--- config.mk ---
export PLATFORM = sky130hd
export DESIGN_NAME = clk_prescaler
export DESIGN_NICKNAME = d
export VERILOG_FILES = /design/src/rtl/prescale_pkg.sv /design/src/rtl/phase_counter.sv /design/src/rtl/code_update.sv /design/src/rtl/enable_gen.sv /design/src/rtl/clk_prescaler.sv
export SDC_FILE = /design/constraint.sdc
export NUM_CORES = 1
export LEC_CHECK = 0
export ABC_AREA = 1
export BUFFER_PORTS_ARGS = -buffer_cell sky130_fd_sc_hd__buf_2
export CAP_MARGIN = 20
export CORE_UTILIZATION = 62
export CTS_CLUSTER_SIZE = 40
export DETAILED_ROUTE_END_ITERATION = 8
export PLACE_DENSITY = 0.83
export SLEW_MARGIN = 20
export SYNTH_ARGS = -nofsm -noshare
export SYNTH_HDL_FRONTEND = slang
export SYNTH_HIERARCHICAL = 1
export SYNTH_SLANG_ARGS = --single-unit
--- constraint.sdc ---
create_clock -name clk -period 7.8 [get_ports clk]
set_input_delay 1.17 -clock clk [delete_from_list [all_inputs] [get_ports clk]]
set_output_delay 1.17 -clock clk [all_outputs]
set_load 0.01 [all_outputs]
--- src/rtl/prescale_pkg.sv ---
package prescale_pkg;
  localparam int CODE_W   = 4;
  localparam int MAX_CODE = 8;
  localparam int CNT_W    = MAX_CODE;

  typedef logic [CODE_W-1:0] code_t;
  typedef logic [CNT_W-1:0]  phase_t;

  // Limit a written code to the deepest division the counter supports.
  function automatic code_t clamp_code(input code_t c);
    return (c > code_t'(MAX_CODE)) ? code_t'(MAX_CODE) : c;
  endfunction

  // Low-bit mask whose all-ones state marks the last cycle of a period.
  function automatic phase_t period_mask(input code_t c);
    logic [CNT_W:0] t;
    t = ({{CNT_W{1'b0}}, 1'b1} << c) - 1'b1;
    return t[CNT_W-1:0];
  endfunction

  // The slower of two settings decides the shared boundary.
  function automatic code_t slower_code(input code_t a, input code_t b);
    return (a > b) ? a : b;
  endfunction

  function automatic logic at_boundary(input phase_t p, input code_t c);
    return (p & period_mask(c)) == period_mask(c);
  endfunction
endpackage

--- src/rtl/phase_counter.sv ---
module phase_counter
  import prescale_pkg::*;
(
  input  logic   clk,
  input  logic   rst_n,
  output phase_t phase
);
  always_ff @(posedge clk) begin
    if (!rst_n) phase <= '0;
    else        phase <= phase + 1'b1;
  end
endmodule

--- src/rtl/code_update.sv ---
module code_update
  import prescale_pkg::*;
#(
  parameter int RESET_CODE = 3
) (
  input  logic   clk,
  input  logic   rst_n,
  input  phase_t phase,
  input  logic   wr_en,
  input  code_t  wr_code,
  output code_t  active_code,
  output code_t  pend_code,
  output logic   pend_valid,
  output logic   sync_pt
);
  code_t join_code;

  always_comb begin
    join_code = slower_code(active_code, pend_code);
    sync_pt   = pend_valid && at_boundary(phase, join_code);
  end

  always_ff @(posedge clk) begin
    if (!rst_n) begin
      active_code <= code_t'(RESET_CODE);
      pend_code   <= code_t'(RESET_CODE);
      pend_valid  <= 1'b0;
    end else begin
      if (sync_pt) begin
        active_code <= pend_code;
        pend_valid  <= 1'b0;
      end
      if (wr_en) begin
        pend_code  <= clamp_code(wr_code);
        pend_valid <= 1'b1;
      end
    end
  end
endmodule

--- src/rtl/enable_gen.sv ---
module enable_gen
  import prescale_pkg::*;
#(
  parameter int NUM_DOMAINS = 4
) (
  input  logic                   clk,
  input  logic                   rst_n,
  input  phase_t                 phase,
  input  code_t                  active_code,
  output logic [NUM_DOMAINS-1:0] en
);
  logic tick;

  always_comb tick = at_boundary(phase, active_code);

  for (genvar d = 0; d < NUM_DOMAINS; d++) begin : g_dom
    always_ff @(posedge clk) begin
      if (!rst_n) en[d] <= 1'b0;
      else        en[d] <= tick;
    end
  end
endmodule

--- src/rtl/clk_prescaler.sv ---
module clk_prescaler
  import prescale_pkg::*;
#(
  parameter int RESET_CODE = 3
) (
  input  logic       clk,
  input  logic       rst_n,
  input  logic       wr_en,
  input  logic [3:0] wr_code,
  output logic       en_cpu,
  output logic       en_io,
  output logic       en_conv,
  output logic       en_mem,
  output logic [3:0] active_code
);
  localparam int NUM_DOMAINS = 4;

  phase_t                 phase_cnt;
  code_t                  pend_code;
  logic                   pend_valid;
  logic                   sync_pt;
  logic [NUM_DOMAINS-1:0] dom_en;

  phase_counter u_phase (
    .clk   (clk),
    .rst_n (rst_n),
    .phase (phase_cnt)
  );

  code_update #(.RESET_CODE(RESET_CODE)) u_upd (
    .clk         (clk),
    .rst_n       (rst_n),
    .phase       (phase_cnt),
    .wr_en       (wr_en),
    .wr_code     (wr_code),
    .active_code (active_code),
    .pend_code   (pend_code),
    .pend_valid  (pend_valid),
    .sync_pt     (sync_pt)
  );

  enable_gen #(.NUM_DOMAINS(NUM_DOMAINS)) u_en (
    .clk         (clk),
    .rst_n       (rst_n),
    .phase       (phase_cnt),
    .active_code (active_code),
    .en          (dom_en)
  );

  assign en_cpu  = dom_en[0];
  assign en_io   = dom_en[1];
  assign en_conv = dom_en[2];
  assign en_mem  = dom_en[3];
endmodule

# After elaboration in Yosys (flattened, before gate mapping)
# Index checks and enable logic that the tools add are counted.
# word_totals
register_bits	18
latch_bits	0
mem_bits_rw	0
rom_bits	0
inputBits	7
out_inout_bits	8
wordCells	22
n_memories	0
# op_classes
n_addsub	3
mul	0
n_div	0
magnitude_cmp	2
n_eq_ne	2
n_shift	2
n_mux	4
bitwise_logic	2
reduce_logical	2
# op_table
operator	count
$and 8x8->8	2
$eq 8x8->1	2
$shl 1x4->8 const A	2
$sub 8x1->8 const B	2
$add 8x1->8 const B	1
$mux 4	2
$gt 4x4->1	1
$gt 4x4->1 const B	1
$mux 1	2
$reduce_bool 2->1	1
$logic_and 1x1->1	1

# Depth between registers and ports, before layout
# logic_depth
word_depth	9
mapped_depth	21
ltp_nobuf	21

# Cells and area by module
# Netlist, hierarchy kept.
# modules_own_cells
mod	n_inst	cells_per_inst	area_per_inst_um2	seq_area_each_um2
code_update	1	126	840.8	180.2
phase_counter	1	46	346.6	160.2
enable_gen	1	47	237.7	20.0

# Least setup slack after synthesis
# Ideal clock, no wire load.
# synth_path
path_kind	flip-flop to flip-flop
from	reg u_upd.active_code[3]
to	reg u_upd.active_code[3]
setup_ns	0.113
t_arrival_ns	2.436
required_time_ns	7.687
path_slack_ns	5.251
path_stages_with_launch	16
n_path_buf	0
period_less_slack_ns	2.549
path_cell_list	dfxtp_1 > ha_1 > a21oi_1 > nand2_4 > nand3_1 > nand2_4 > nor2_4 > nand2_2 > ha_1 > or2_2 > nand2_2 > nor2_2 > nand4_2 > nor2_4 > nor2_1 > nor2_1
# synth_via
elab_chain_cells	7
# synth_lines
item	line_no	text
start, declared	code_update.sv:11	output code_t active_code,
start signal, assigned	code_update.sv:25	active_code <= code_t'(RESET_CODE);
start signal, assigned	code_update.sv:30	active_code <= pend_code;
$gt 4x4->1	prescale_pkg.sv:23	return (a > b) ? a : b;
$mux 4 *	prescale_pkg.sv:23	
$shl 1x4->8 *	prescale_pkg.sv:17	t = ({{CNT_W{1'b0}}, 1'b1} << c) - 1'b1;
$sub 8x1->8 *	prescale_pkg.sv:17	
$and 8x8->8	prescale_pkg.sv:27	return (p & period_mask(c)) == period_mask(c);
$eq 8x8->1 *	prescale_pkg.sv:27	
$logic_and 1x1->1 *	code_update.sv:20	sync_pt = pend_valid && at_boundary(phase, join_code);
net sync_pt	clk_prescaler.sv:21	logic sync_pt;
# Mark *: on every way through the listed nets, which the timed path passes. The rest lies on a longest branch.
# A chain may end at the register's enable or synchronous reset.

# Worst setup path after layout
# layout_path
from	reg u_upd.active_code[3]
to	reg u_upd.active_code[1]
# layout_via
elab_chain_cells	7
# layout_lines
item	line_no
$gt 4x4->1	prescale_pkg.sv:23
$mux 4 *	prescale_pkg.sv:23
$shl 1x4->8 *	prescale_pkg.sv:17
$sub 8x1->8 *	prescale_pkg.sv:17
$and 8x8->8	prescale_pkg.sv:27
$eq 8x8->1 *	prescale_pkg.sv:27
$logic_and 1x1->1 *	code_update.sv:20
# Mark *: on every way between the ends. The rest lies on a longest branch, timed or not.

==> summary.txt <==
Placement
  • Gpl congestion: roughly 0.9
  • Port Buf Inserts: 14
  • Placed cells: 257
  • Final HPWL DP: about 2.4 mm
  • Area after DPL: approximately 0.0015 mm2

Synthesis
  • Synth warnings: 6
  • Top post-synthesis cells by count: nand2_1 (55), inv_1 (33), nand3_1 (23), nor2_1 (21), dfxtp_1 (18)
  • Synth cell types: 26
  • EDFF count, synth: 0
  • Post-synth top area share: 25.3%
  • Avg Cell Area, Syn: 6.51 um2
  • Ys async rst share: 0%
  • Syn_nets: roughly 230
  • Synthesized flop and latch total: 18
  • Seq/Total Area, Yosys: 25.3%
  • Main synth FF type: dfxtp_1
  • Most frequent cell after synthesis: nand2_1
  • Post-Synthesis Cell Area: 0.00143 mm2
  • Post-synthesis cell count: 219
  • Most area-hungry cell type in the Yosys netlist: dfxtp_1
  • Top cells by area, synth: dfxtp_1 (25%), nand2_1 (14%), inv_1 (8.7%), nand3_1 (8.1%), ha_1 (6.1%)

Critical path
  • CP max stage cell: dfxtp_1
  • Buffer and inverter count on the worst path: 0
  • WP data required: between 7 and 8 ns
  • CP Class: flip-flop to flip-flop
  • CP Launch Type: flip-flop
  • CP arrival: between 3 and 4 ns
  • Endpoint class of the critical path: flip-flop
  • CP cell instances: ha_1 -> a21oi_1 -> nand2_4 -> nand2_4 -> nand2_1 -> nand2_1 -> nand3_1 -> ha_1 -> nand2_1 -> nand2_1 -> nand3_1 -> nand2_1 -> nor2_2 -> nand3_2 -> nand2_1 -> nand3_1
  • Max incr delay on CP: roughly 0.56 ns
  • CP Max Fanout: 10
  • CP most frequent cell: nand2_1
  • Crit path max-delay family: simple AND/OR/NAND/NOR gates

Clocking
  • # clock sinks: 18
  • Total CTS buffers: 3
  • Post-CTS Setup Inserts: 0
  • CTS clk-pin slew, worst paths: roughly 0.1 ns
  • Hold_buf cts: 0
  • Max H-tree Level: 1
  • Clk_lat worst skew: between 0.2 and 0.3 ns
  • CTS tree: built
  • Max Root-Sink Buffers: 2
  • Post-CTS Resized: 0
  • Root Buffer: clkbuf_4

Pwr
  • Sequential share of power: a little over two fifths
  • Leakage: around 0.74 nW
  • Int Power: approximately 0.15 mW
  • Combinational share of power: 31.9%
  • Sw power: 0.0813 mW
  • Maximum vdd drop: ~0.00011 V
  • Clock Power Share: between 20% and 30%
  • Switching Share: approximately 36%
  • Power Density: around 150 mW/mm2

Final layout
  • Area of the multi-input gates: 915 um2
  • Layout Nets: around 250
  • Fillers: around 170
  • Ant diodes: 0
  • Register area: approximately 360 um2
  • Finished Layout Cells: 261
  • Share of cells above drive strength 1: between 20% and 30%
  • Area growth from synthesis to layout: 8.25%
  • Post-route design area: about 0.0015 mm2

Global routing
  • Met3 Use GR: about 2.2%
  • Initial antenna violation count: 0
  • Largest net degree at the start of global routing: 13
  • GR Overflow Total: 0
  • First-pass GRT wire length: between 5 and 6 mm
  • GRT met1 Usage: about 36%
  • GRT Resource Usage Total: 27.8%
  • Vias in the first global route: about 1200
  • GRT met2 Usage: 47.7%
  • GR peak layer: met2

Route
  • Routed wire length: approximately 3.2 mm
  • Via count: about 1400
  • DRT iter0 DRCs: 86
  • Initial DRT Pass Iterations: 6
  • Vias/cell: roughly 5.4
  • Residual DRC: 0
  • Post-route ant nets: 0
  • Drt wl/cell: about 12 um

Die
  • Die Y: about 50 um
  • Die area: between 0.002 and 0.0025 mm2
  • Die Wd: ~50 um
  • Io pins: 15
  • FP Rows: 16
  • Core box area: ~0.0021 mm2
  • Initial core utilization: a little under 70%

Run status
  • Outcome: completed

Timing
  • Actual slew at the worst max-slew pin: between 0.3 and 0.4 ns
  • Unrepaired setup endpoints after global routing: false
  • Final hold violation count: 0
  • Setup-failing EPs final: 0
  • Min Tclk post-route: 2.93 ns
  • Setup tns final: 0 ns
  • Skew final: 0.00287 ns
  • Max-slew headroom: between 70% and 80%
  • Slew Limit Fails: 0
  • Tcrit/Tclk final: approximately 38%
  • Min Hold Slack: 0.509 ns
  • Peak Freq: around 340 MHz

Worst hold path
  • Min-delay worst type: flip-flop to flip-flop

Job
  • Max-cap violations: 0
routing by layer:
metal | up-vias | share of wire (%) | routed length (um)
met5 | - | 0 | 0
li1 | 728 | - | -
met3 | 4 | 6.2 | 199
met1 | 626 | 46 | 1480
met4 | 0 | 1.2 | 40
met2 | 58 | 47 | 1510
final cells by class:
type | count | share of cell area (%)
Clock buffer | 4 | 2.35
Inverter | 34 | 8.27
Multi-Input combinational cell | 164 | 59.3
Sequential cell | 18 | 23.4
Tap cell | 27 | 2.19
Timing Repair Buffer | 14 | 4.54
flip-flops by register name (all words and copies together) (netlist names):
| signal | cells |
|---|---|
| u_upd/pend_valid | 1 |
| u_phase/phase | 8 |
| u_upd/pend_code | 4 |
| u_en/en | 1 |
| u_upd/active_code | 4 |
power by group through the flow:
stage               Clock [mW]  Sequential [mW]  Combinational [mW]
floorplan                    0            0.100              0.0573
global route            0.0615            0.100              0.0798
finish                  0.0563           0.0995              0.0730
CTS                     0.0583           0.0995              0.0712
detailed placement           0            0.102              0.0702
global placement             0            0.101              0.0671
worst min-delay path, delay by kind of cell (launching register included):
kind / cells / cell delay [ns]
simple gates: 1 / 0.07
flops: 1 / 0.35
compound gates: 1 / 0.05
cell families (layout without fill, tap and decap cells):
logic type / Yosys count / in the layout / synth area share, %
simple gates: 143 / 143 / 52.0
buf+inv: 37 / 52 / 10.5
flops: 18 / 18 / 25.3
compound gates: 14 / 14 / 6.06
fa+ha+maj: 7 / 7 / 6.15
placed cells by master (no fill, tap or decap), drive strengths merged:
cell | Yosys | routed
nor3 | 1 | 1
a21oi | 7 | 7
buf | 3 | 14
o21bai | 1 | 1
nand4 | 6 | 6
a211oi | 1 | 1
or2 | 2 | 2
ha | 7 | 7
inv | 33 | 33
o21ai | 3 | 3
nor2 | 34 | 34
a221o | 1 | 1
clkbuf | 0 | 4
o211ai | 1 | 1
dfxtp | 18 | 18
nand3b | 5 | 5
nand3 | 26 | 26
clkinv | 1 | 1
nand2 | 69 | 69
metrics by stage:
stage	util, %	setup slack, ns	total power, mW
6_report	74.8	4.87	0.229
5_1_grt	74.8	4.67	0.241
4_1_cts	74.8	4.91	0.229
3_5_place_dp	73.1	4.94	0.172
3_3_place_gp	73.1	5.11	0.168
2_1_floorplan	-	5.25	0.157
worst paths after layout:
kind         slack [ns]                         startpoint                                end  depth (start not counted)
max                4.87  u_upd/active_code[3]$_SDFFE_PN0P_  u_upd/active_code[1]$_SDFFE_PN1P_                         16
min                0.51    u_upd/pend_code[2]$_SDFFE_PN0P_    u_upd/pend_code[2]$_SDFFE_PN0P_                          2
max reg2reg        4.87  u_upd/active_code[3]$_SDFFE_PN0P_  u_upd/active_code[1]$_SDFFE_PN1P_                         16
min reg2reg        0.51    u_upd/pend_code[2]$_SDFFE_PN0P_    u_upd/pend_code[2]$_SDFFE_PN0P_                          2
(Power assumes the default switching activity.)
